===== config.mk =====
export PLATFORM = sky130hd
export DESIGN_NAME = sg_dma_engine
export DESIGN_NICKNAME = d
export VERILOG_FILES = /design/src/rtl/sg_dma_pkg.sv /design/src/rtl/sg_dma_path.sv /design/src/rtl/sg_dma_ctrl.sv /design/src/rtl/sg_dma_engine.sv
export SDC_FILE = /design/constraint.sdc
export NUM_CORES = 1
export LEC_CHECK = 0
export BUFFER_PORTS_ARGS = -buffer_cell sky130_fd_sc_hd__buf_4
export CORE_ASPECT_RATIO = 1.2
export CORE_MARGIN = 8
export CORE_UTILIZATION = 24
export CTS_CLUSTER_DIAMETER = 50
export DETAILED_ROUTE_END_ITERATION = 10
export PLACE_DENSITY = 0.45
export SLEW_MARGIN = 20
export SYNTH_ARGS = -nofsm -noshare
export SYNTH_HDL_FRONTEND = slang
export SYNTH_SLANG_ARGS = --single-unit

===== constraint.sdc =====
create_clock -name clk -period 4 [get_ports clk]
set_input_delay 0.8 -clock clk [delete_from_list [all_inputs] [get_ports clk]]
set_output_delay 0.8 -clock clk [all_outputs]
set_load 0.005 [all_outputs]

===== src/rtl/sg_dma_pkg.sv =====
package sg_dma_pkg;

  localparam int DESC_WORDS  = 4;
  localparam int FLD_ADDR_LO = 0;
  localparam int FLD_ADDR_HI = 1;
  localparam int FLD_SIZE    = 2;
  localparam int FLD_NEXT    = 3;

  typedef enum logic [2:0] {
    ST_IDLE,
    ST_ARMED,
    ST_FETCH,
    ST_EVAL,
    ST_XFER,
    ST_FINISH
  } dma_state_e;

  typedef struct packed {
    logic loadSingle;
    logic loadHead;
    logic loadNext;
    logic fetchCapture;
    logic beginDesc;
    logic xferEn;
  } dma_ctl_t;

  typedef struct packed {
    logic accept;
    logic remOne;
    logic fetchLast;
    logic sizeZero;
    logic nextZero;
  } dma_sts_t;

endpackage


===== src/rtl/sg_dma_path.sv =====
module sg_dma_path
  import sg_dma_pkg::*;
#(
  parameter int ADDR_W = 64,
  parameter int PTR_W  = 32,
  parameter int DATA_W = 32,
  parameter int LEN_W  = 32
) (
  input  logic              clk,
  input  logic              rstN,
  input  dma_ctl_t          ctl,
  output dma_sts_t          sts,
  input  logic [PTR_W-1:0]  cfgHeadPtr,
  input  logic [ADDR_W-1:0] cfgBlkAddr,
  input  logic [LEN_W-1:0]  cfgBlkLen,
  output logic [PTR_W-1:0]  rdReqAddr,
  input  logic [DATA_W-1:0] rdRspData,
  input  logic              fifoValid,
  input  logic [DATA_W-1:0] fifoData,
  output logic              fifoPop,
  output logic              wrValid,
  output logic [ADDR_W-1:0] wrAddr,
  output logic [DATA_W-1:0] wrData,
  input  logic              wrReady
);

  localparam int IDX_W     = $clog2(DESC_WORDS);
  localparam int BYTE_SH   = $clog2(DATA_W / 8);
  localparam logic [ADDR_W-1:0] STEP = ADDR_W'(DATA_W / 8);

  logic [PTR_W-1:0]  descPtr;
  logic [IDX_W-1:0]  fetchIdx;
  logic [DATA_W-1:0] descWord [DESC_WORDS];
  logic [ADDR_W-1:0] curAddr;
  logic [LEN_W-1:0]  remaining;
  logic              remZero;
  logic              accept;

  assign remZero   = (remaining == '0);
  assign wrValid   = ctl.xferEn && fifoValid && !remZero;
  assign accept    = wrValid && wrReady;
  assign fifoPop   = accept;
  assign wrAddr    = curAddr;
  assign wrData    = fifoData;
  assign rdReqAddr = descPtr + (PTR_W'(fetchIdx) << BYTE_SH);

  assign sts.accept    = accept;
  assign sts.remOne    = (remaining == LEN_W'(1));
  assign sts.fetchLast = (fetchIdx == IDX_W'(DESC_WORDS - 1));
  assign sts.sizeZero  = (descWord[FLD_SIZE] == '0);
  assign sts.nextZero  = (descWord[FLD_NEXT] == '0);

  // descriptor pointer and word index
  always_ff @(posedge clk) begin
    if (!rstN) begin
      descPtr  <= '0;
      fetchIdx <= '0;
    end else if (ctl.loadHead) begin
      descPtr  <= cfgHeadPtr;
      fetchIdx <= '0;
    end else if (ctl.loadNext) begin
      descPtr  <= PTR_W'(descWord[FLD_NEXT]);
      fetchIdx <= '0;
    end else if (ctl.fetchCapture) begin
      fetchIdx <= fetchIdx + IDX_W'(1);
    end
  end

  // descriptor word capture
  always_ff @(posedge clk) begin
    if (!rstN) begin
      for (int i = 0; i < DESC_WORDS; i++) descWord[i] <= '0;
    end else if (ctl.fetchCapture) begin
      for (int i = 0; i < DESC_WORDS; i++)
        if (fetchIdx == IDX_W'(i)) descWord[i] <= rdRspData;
    end
  end

  // write address and remaining count
  always_ff @(posedge clk) begin
    if (!rstN) begin
      curAddr   <= '0;
      remaining <= '0;
    end else if (ctl.loadSingle) begin
      curAddr   <= cfgBlkAddr;
      remaining <= cfgBlkLen;
    end else if (ctl.beginDesc) begin
      curAddr   <= ADDR_W'({descWord[FLD_ADDR_HI], descWord[FLD_ADDR_LO]});
      remaining <= LEN_W'(descWord[FLD_SIZE]);
    end else if (accept) begin
      curAddr   <= curAddr + STEP;
      remaining <= remaining - LEN_W'(1);
    end
  end

  assert_addr_hold_R9: assert property (@(posedge clk) disable iff (!rstN)
    (!accept && !ctl.beginDesc && !ctl.loadSingle) |=> $stable(curAddr));

  assert_no_write_past_end_R3: assert property (@(posedge clk) disable iff (!rstN)
    accept |=> ($past(remaining) != '0));

endmodule


===== src/rtl/sg_dma_ctrl.sv =====
module sg_dma_ctrl
  import sg_dma_pkg::*;
#(
  parameter int LEN_W         = 32,
  parameter int MAX_SINGLE_DW = 2097152
) (
  input  logic             clk,
  input  logic             rstN,
  input  logic             cfgStart,
  input  logic             cfgStop,
  input  logic             cfgChainMode,
  input  logic [LEN_W-1:0] cfgBlkLen,
  input  logic             trigIn,
  input  logic             rdReqReady,
  input  logic             rdRspValid,
  input  dma_sts_t         sts,
  output dma_ctl_t         ctl,
  output logic             rdReqValid,
  output logic             busy,
  output logic             doneFlag,
  output logic             errFlag
);

  localparam logic [LEN_W-1:0] MAX_LEN = LEN_W'(MAX_SINGLE_DW);

  dma_state_e state, nextState;
  logic       chainMode;
  logic       rdPending;
  logic       errSet;
  logic       startTaken;

  assign busy       = (state != ST_IDLE);
  assign startTaken = (state == ST_IDLE) && cfgStart;

  always_comb begin
    nextState  = state;
    ctl        = '0;
    rdReqValid = 1'b0;
    errSet     = 1'b0;
    unique case (state)
      ST_IDLE: begin
        if (cfgStart) begin
          if (cfgChainMode) begin
            ctl.loadHead = 1'b1;
            nextState    = ST_ARMED;
          end else if (cfgBlkLen > MAX_LEN) begin
            errSet = 1'b1;
          end else if (cfgBlkLen == '0) begin
            nextState = ST_FINISH;
          end else begin
            ctl.loadSingle = 1'b1;
            nextState      = ST_ARMED;
          end
        end
      end
      ST_ARMED: begin
        if (cfgStop)     nextState = ST_FINISH;
        else if (trigIn) nextState = chainMode ? ST_FETCH : ST_XFER;
      end
      ST_FETCH: begin
        rdReqValid = !rdPending;
        if (cfgStop) begin
          nextState = ST_FINISH;
        end else if (rdPending && rdRspValid) begin
          ctl.fetchCapture = 1'b1;
          if (sts.fetchLast) nextState = ST_EVAL;
        end
      end
      ST_EVAL: begin
        if (cfgStop) begin
          nextState = ST_FINISH;
        end else if (sts.sizeZero) begin
          if (sts.nextZero) begin
            nextState = ST_FINISH;
          end else begin
            ctl.loadNext = 1'b1;
            nextState    = ST_FETCH;
          end
        end else begin
          ctl.beginDesc = 1'b1;
          nextState     = ST_XFER;
        end
      end
      ST_XFER: begin
        ctl.xferEn = 1'b1;
        if (cfgStop) begin
          nextState = ST_FINISH;
        end else if (sts.accept && sts.remOne) begin
          if (!chainMode || sts.nextZero) begin
            nextState = ST_FINISH;
          end else begin
            ctl.loadNext = 1'b1;
            nextState    = ST_FETCH;
          end
        end
      end
      ST_FINISH: nextState = ST_IDLE;
      default:   nextState = ST_IDLE;
    endcase
  end

  always_ff @(posedge clk) begin
    if (!rstN) begin
      state     <= ST_IDLE;
      chainMode <= 1'b0;
      rdPending <= 1'b0;
      doneFlag  <= 1'b0;
      errFlag   <= 1'b0;
    end else begin
      state <= nextState;
      if (startTaken) begin
        chainMode <= cfgChainMode;
        doneFlag  <= 1'b0;
        errFlag   <= errSet;
      end else if (state == ST_FINISH) begin
        doneFlag <= 1'b1;
      end
      if (nextState != ST_FETCH)          rdPending <= 1'b0;
      else if (rdReqValid && rdReqReady)  rdPending <= 1'b1;
      else if (ctl.fetchCapture)          rdPending <= 1'b0;
    end
  end

  assert_single_read_R6: assert property (@(posedge clk) disable iff (!rstN)
    (rdReqValid && rdReqReady) |=> !rdReqValid);

  assert_ignore_start_R11: assert property (@(posedge clk) disable iff (!rstN)
    (busy && cfgStart && !cfgStop && state != ST_FINISH) |=> busy);

endmodule


===== src/rtl/sg_dma_engine.sv =====
module sg_dma_engine
  import sg_dma_pkg::*;
#(
  parameter int ADDR_W        = 64,
  parameter int PTR_W         = 32,
  parameter int DATA_W        = 32,
  parameter int LEN_W         = 32,
  parameter int MAX_SINGLE_DW = 2097152
) (
  input  logic              clk,
  input  logic              rstN,
  input  logic              cfgStart,
  input  logic              cfgStop,
  input  logic              cfgChainMode,
  input  logic [PTR_W-1:0]  cfgHeadPtr,
  input  logic [ADDR_W-1:0] cfgBlkAddr,
  input  logic [LEN_W-1:0]  cfgBlkLen,
  input  logic              trigIn,
  input  logic              fifoValid,
  input  logic [DATA_W-1:0] fifoData,
  output logic              fifoPop,
  output logic              rdReqValid,
  output logic [PTR_W-1:0]  rdReqAddr,
  input  logic              rdReqReady,
  input  logic              rdRspValid,
  input  logic [DATA_W-1:0] rdRspData,
  output logic              wrValid,
  output logic [ADDR_W-1:0] wrAddr,
  output logic [DATA_W-1:0] wrData,
  input  logic              wrReady,
  output logic              busy,
  output logic              doneFlag,
  output logic              errFlag
);

  dma_ctl_t ctl;
  dma_sts_t sts;

  sg_dma_ctrl #(
    .LEN_W(LEN_W), .MAX_SINGLE_DW(MAX_SINGLE_DW)
  ) uCtrl (
    .clk(clk), .rstN(rstN), .cfgStart(cfgStart), .cfgStop(cfgStop),
    .cfgChainMode(cfgChainMode), .cfgBlkLen(cfgBlkLen), .trigIn(trigIn),
    .rdReqReady(rdReqReady), .rdRspValid(rdRspValid), .sts(sts), .ctl(ctl),
    .rdReqValid(rdReqValid), .busy(busy), .doneFlag(doneFlag), .errFlag(errFlag)
  );

  sg_dma_path #(
    .ADDR_W(ADDR_W), .PTR_W(PTR_W), .DATA_W(DATA_W), .LEN_W(LEN_W)
  ) uPath (
    .clk(clk), .rstN(rstN), .ctl(ctl), .sts(sts), .cfgHeadPtr(cfgHeadPtr),
    .cfgBlkAddr(cfgBlkAddr), .cfgBlkLen(cfgBlkLen), .rdReqAddr(rdReqAddr),
    .rdRspData(rdRspData), .fifoValid(fifoValid), .fifoData(fifoData),
    .fifoPop(fifoPop), .wrValid(wrValid), .wrAddr(wrAddr), .wrData(wrData),
    .wrReady(wrReady)
  );

  assert_write_needs_busy_R2: assert property (@(posedge clk) disable iff (!rstN)
    (wrValid || rdReqValid) |-> busy);

  assert_err_without_run_R4: assert property (@(posedge clk) disable iff (!rstN)
    $rose(errFlag) |-> (!busy && !doneFlag));

  assert_done_when_idle_R12: assert property (@(posedge clk) disable iff (!rstN)
    $rose(doneFlag) |-> (!busy && !wrValid));

  assert_pop_is_write_R9: assert property (@(posedge clk) disable iff (!rstN)
    fifoPop |-> (wrValid && wrReady && fifoValid));

endmodule


* Word-level counts from Yosys, hierarchy flattened
Memories as Yosys holds them, arrays and structs flattened. Cells that the tools add are included.
Storage, ports and cells: flip-flop bits (word level) 137, word-level logic and storage cells 127, bits in latches 0, bits in read-only memories 0, output and inout bits 134, memories 1, bits in writable memories 128, bits of input ports 202
Cells by class: muxes and demuxes 73, add/sub/neg operators 4, equality and inequality tests 10, $mul 0, bitwise logic cells 5, div/mod/pow operators 0, shift-type cells 0, magnitude comparators 1, reduce and logical (&&, ||, !) cells 24
Memories:
- uPath.descWord | words 4, bits a word 32, read ports 4, clocked after Yosys merged registers in 0, wr ports 4, line sg_dma_path.sv:33 | logic [DATA_W-1:0] descWord [DESC_WORDS];
Operators by type and width (number):
- $mux W32 | 9
- $mux W64 | 3
- $logic_not A32 Y1 | 4
- $add A64 B3 Y64 const B | 1
- $mux W3 | 16
- $mux W1 | 41
- $add A32 B4 Y32 | 1
- $eq A32 B1 Y1 const B | 1
- $gt A32 B22 Y1 const B | 1
- $sub A32 B1 Y32 const B | 1
- $pmux W3 S5 | 1
- $logic_and A1 B1 Y1 | 7
- $eq A3 B2 Y1 const B | 2
- $eq A3 B3 Y1 const B | 2
- $reduce_bool A3 Y1 | 2
- $eq A2 B2 Y1 const B | 2
- $mux W2 | 2
- $or A1 B1 Y1 | 4
- $reduce_bool A2 Y1 | 2
- $reduce_or A2 Y1 | 2
- $eq A3 B1 Y1 const B | 1
- $logic_not A1 Y1 | 3
- $logic_not A3 Y1 | 1
- $ne A3 B2 Y1 const B | 1
- other kinds (7) | 7

* Longest topological paths before layout
depth in word-level cells 11, gate-level depth with buffers 12

* Cells and area by module
Synthesis repeated with hierarchy kept, for this count alone.
Second synthesis, totals: cell total of the unflattened synthesis 1605, area total of the unflattened synthesis 14619.0 sq um
Modules (own cells, without submodules):
- sg_dma_path | cells each 1519, seq. area each 6446.2 sq um, times used 1, area an instance 13958.4 sq um
- sg_dma_ctrl | cells each 86, seq. area each 140.1 sq um, times used 1, area an instance 660.6 sq um

* Least setup slack after synthesis
OpenSTA, ideal clock, no wires.
kind input to register, from in cfgStop, to mem uPath.descWord[3][0], enable pin, slack 240 ps, arrival 3295 ps, stages 2, setup time 466 ps, buffers on the path 1, data required time 3534 ps, cell sequence clkbuf_1 -> o21ai_0
RTL lines:
- from (decl) | line sg_dma_engine.sv:13 | input logic cfgStop,
- to (decl) | line sg_dma_path.sv:33

* Worst setup path in the final report
from reg uPath.remaining[20], to out wrValid
On the way: word-level cells in the longest chain between the ends 3
Ends and longest elaborated chain:
- from (decl) | line sg_dma_path.sv:35 | logic [LEN_W-1:0] remaining;
- from (signal assigned) | line sg_dma_path.sv:86 | remaining <= cfgBlkLen;
- from (signal assigned) | line sg_dma_path.sv:89 | remaining <= LEN_W'(descWord[FLD_SIZE]);
- from (signal assigned) | line sg_dma_path.sv:92 | remaining <= remaining - LEN_W'(1);
- $logic_not A32 Y1 | line sg_dma_path.sv:39 | assign remZero = (remaining == '0);
- $logic_not A1 Y1 | line sg_dma_path.sv:40 | assign wrValid = ctl.xferEn && fifoValid && !remZero;
- $logic_and A1 B1 Y1 | line sg_dma_path.sv:40
- to (decl) | line sg_dma_engine.sv:27 | output logic wrValid,
No other way between the ends.

==> flow_metrics.py <==
metrics = {
    "pwr": {
        "vdd_drop_max_mv": 0.2369,
        "power.density_nw_per_um2": 396.8,
        "p_leak_nw": 6.818,
    },
    "critical_path": {
        "reg2reg_from": "uPath.remaining[0]",
        "regToRegSetupSlack_ps": 510,
        "startpoint": "uPath.remaining[20]",
        "worstPathArrival_ps": 3080,
        "timing.rr.end": "uPath.remaining[20]",
        "worst_setup_path_start_kind": "flop",
        "worst-r2r-cell-count": 10,
        "path_max_fanout": 7,
        "required_ps": 3200,
        "crit_path_end": "wrValid",
        "crit_type": "reg -> out",
        "endpoint_kind": "output port",
    },
    "sta": {
        "hold_violations": 0,
        "setup_viol_count_final": 0,
        "rsz0062_at_grt": "false",
        "finalSetupTns_ps": 0,
        "post-route-min-period_ps": 3875,
        "finalClockSkew_ps": 35.23,
        "slew-limit-headroom": 0.3310,
        "fin_crit_sh": 0.9689,
        "drv_slew": 0,
        "max_freq_ghz": 0.2580,
        "worst_pin_slew_ps": 1003,
    },
    "synthesis": {
        "syn-num-nets": 1709,
        "synthArstFlopShare": 0,
        "seq_area_frac_synth": 0.4718,
        "syn_area_per_cell_um2": 9.325,
        "yosysTopAreaCell": "edfxtp_1",
        "syn_inst": 1497,
        "yosysTopAreaCellShare": 0.2753,
        "synthFlopType": "dfxtp_1",
        "synthTopCellsByArea": "edfxtp_1 (28%), dfxtp_1 (20%), and2_1 (6.0%), nand3_1 (3.7%), nor2_1 (3.7%)",
        "synth_seq_cells": 265,
        "synth-edff-count": 128,
        "yosysWarnings": 0,
        "synth_area_um2": 13960,
        "yosysUniqueCellTypes": 71,
    },
    "layout": {
        "syn2layout_area_growth_pct": 29.27,
        "multi_input_area_um2": 6736,
        "nNetsFinal": 1941,
        "seqCellArea_um2": 6586,
        "fin_area_um2": 18050,
        "nFillCells": 6140,
        "drive_gt1_frac": 0.2449,
    },
    "placement": {
        "io_buffers": 271,
        "dpl.hpwl_um": 44620,
        "gp_congestion": 0.8762,
        "placed_area_um2": 16690,
    },
    "grt": {
        "grt_first_pass_wirelength_um": 87600,
        "grtUsageTotal": 0.1762,
        "overflow": 0,
        "grt_max_degree": 106,
        "grt_pass1_vias": 13110,
        "antenna_found_initial": 12,
    },
    "clocking": {
        "clk_latency_ps": 570,
        "cts_root_buf": "clkbuf_16",
        "cts_sinks": 265,
        "cts_inserted_buffers": 39,
        "tritoncts": "yes",
        "postCtsSetupBuffers": 0,
        "cts-hold-fix-buffers": 0,
        "clockBufferDepth": 3,
        "h-tree-depth": 2,
        "clkTransAtPathRegs_ps": 60,
    },
    "route": {
        "viasPerCell": 5.046,
        "dr_total_vias": 12650,
        "first_iter_violations": 975,
        "wl_per_cell_um": 24.10,
        "drc": 0,
        "dr.pass1.iters": 7,
        "wl_um": 60390,
        "ant_nets": 0,
    },
    "floorplanning": {
        "core_area_um2": 58010,
        "die_y_um": 280.2,
        "initial_core_util": 0.2406,
        "die_w_um": 236.2,
        "rows": 97,
        "io_pins": 336,
        "die_area_um2": 66170,
    },
    "min_path": {
        "worst_hold_path_type": "in -> reg",
    },
    "run": {
        "drv_cap": 0,
    },
    "status": {
        "status": "completed",
    },
}
## where the power goes
| group | switching [mW] | internal, mW |
|---|---|---|
| Sequential | 0.0854 | 2.94 |
| Clock | 1.38 | 2.14 |
| Combinational | 0.345 | 0.265 |
## worst min-delay path by stage
| stage | start | to | slack (ps) | cells after the start |
|---|---|---|---|---|
| global route | cfgBlkAddr[20] | uPath.wrAddr[20] | 430 | 3 |
| finish | cfgBlkAddr[40] | uPath.wrAddr[40] | 440 | 3 |
| global placement | uPath.remaining[27] | uPath.remaining[27] | 460 | 2 |
| CTS | cfgBlkAddr[40] | uPath.wrAddr[40] | 410 | 3 |
| detailed placement | uPath.remaining[27] | uPath.remaining[27] | 470 | 2 |
| floorplan | uPath.remaining[27] | uPath.remaining[27] | 440 | 2 |
## worst max-delay path, cell delays in order (launching register included)
cell	delay, ps
dfxtp_1	370
or4_4	610
or3_1	540
or4_1	540
o31a_1	320
buf_4	160
## per-layer routing
metal | up-vias | routed length, um | track usage
met3 | 138 | 4794 | 0.04735
met2 | 498 | 28530 | 0.2953
met4 | 6 | 2266 | 0.06802
li1 | 5930 | - | -
met1 | 6074 | 24770 | 0.2143
met5 | - | 35 | 0
## registers in the layout (all words and copies together) (netlist names)
name / cells
uCtrl.chainMode: 1
uCtrl.doneFlag: 1
uCtrl.errFlag: 1
uCtrl.rdPending: 1
uCtrl.state: 3
uPath.descPtr: 32
uPath.descWord: 128
uPath.fetchIdx: 2
uPath.remaining: 32
uPath.wrAddr: 64
## cell families (layout without fill, tap and decap cells)
group	Yosys count	in the layout	share of synthesized area
multiplexers	13	13	0.009501
AO/OA/AOI/OAI	273	273	0.1410
AND/OR/NAND/NOR	707	707	0.2611
adder cells (fa/ha/maj)	10	10	0.009501
flip-flops	265	265	0.4718
XOR/XNOR	87	87	0.05458
buffers and inverters	142	405	0.05252
other	0	4	0
## area by class of cell
cell class / instances / share of cell area
clock inverter: 29 / 0.01775
antenna: 4 / 0.0005547
multi-input combinational: 1090 / 0.3733
inverter: 17 / 0.003536
timing repair buffer: 316 / 0.1335
tap: 742 / 0.05145
clock buffer: 43 / 0.05491
sequential: 265 / 0.3650
## through the flow
stage	power, mW	std cells	util	setup slack, ps	hold WS [ps]
floorplan	3.342	1497	-	239.7	439.6
global placement	3.699	2430	0.2877	258.2	460.0
detailed placement	3.704	2430	0.2878	237.8	474.6
CTS	7.272	2502	0.3107	7.585	406.7
global route	7.411	2503	0.3109	15.98	429.2
finish	7.161	2506	0.3111	124.5	438.2
## synthesized netlist by cell type, drive strengths merged, types with 9 or more instances
cell type    n
ha           9
nor4        44
a211oi      18
nor3        53
or3         15
xnor2       51
xor2        36
a22o        14
nand2      134
inv         17
clkbuf      70
nand3      104
dfxtp      137
and3        15
o22ai        9
buf         55
a21oi       51
nor2       139
a22oi       12
nand4       33
o221ai      10
or4         12
o211ai      23
o21ai       57
and2       133
a311oi      37
edfxtp     128
mux2i       11
## cells in the final DEF, fill, tap and decap left out, drive strengths merged, types with 18 or more instances in the layout
cell type and count:
buf 316, nor2 139, dfxtp 137, nand2 134
and2 133, edfxtp 128, nand3 104, o21ai 57
nor3 53, a21oi 51, xnor2 51, nor4 44
clkbuf 43, a311oi 37, xor2 36, nand4 33
o211ai 23, inv 23, a211oi 18
## timing repair
| action | CTS | global route |
|---|---|---|
| gates resized for setup | 5 | 2 |
| hold endpoints to repair | 0 | 0 |
| endpoints found under the setup margin | 4 | 4 |
No activity file was read; power rests on OpenSTA's default activity.
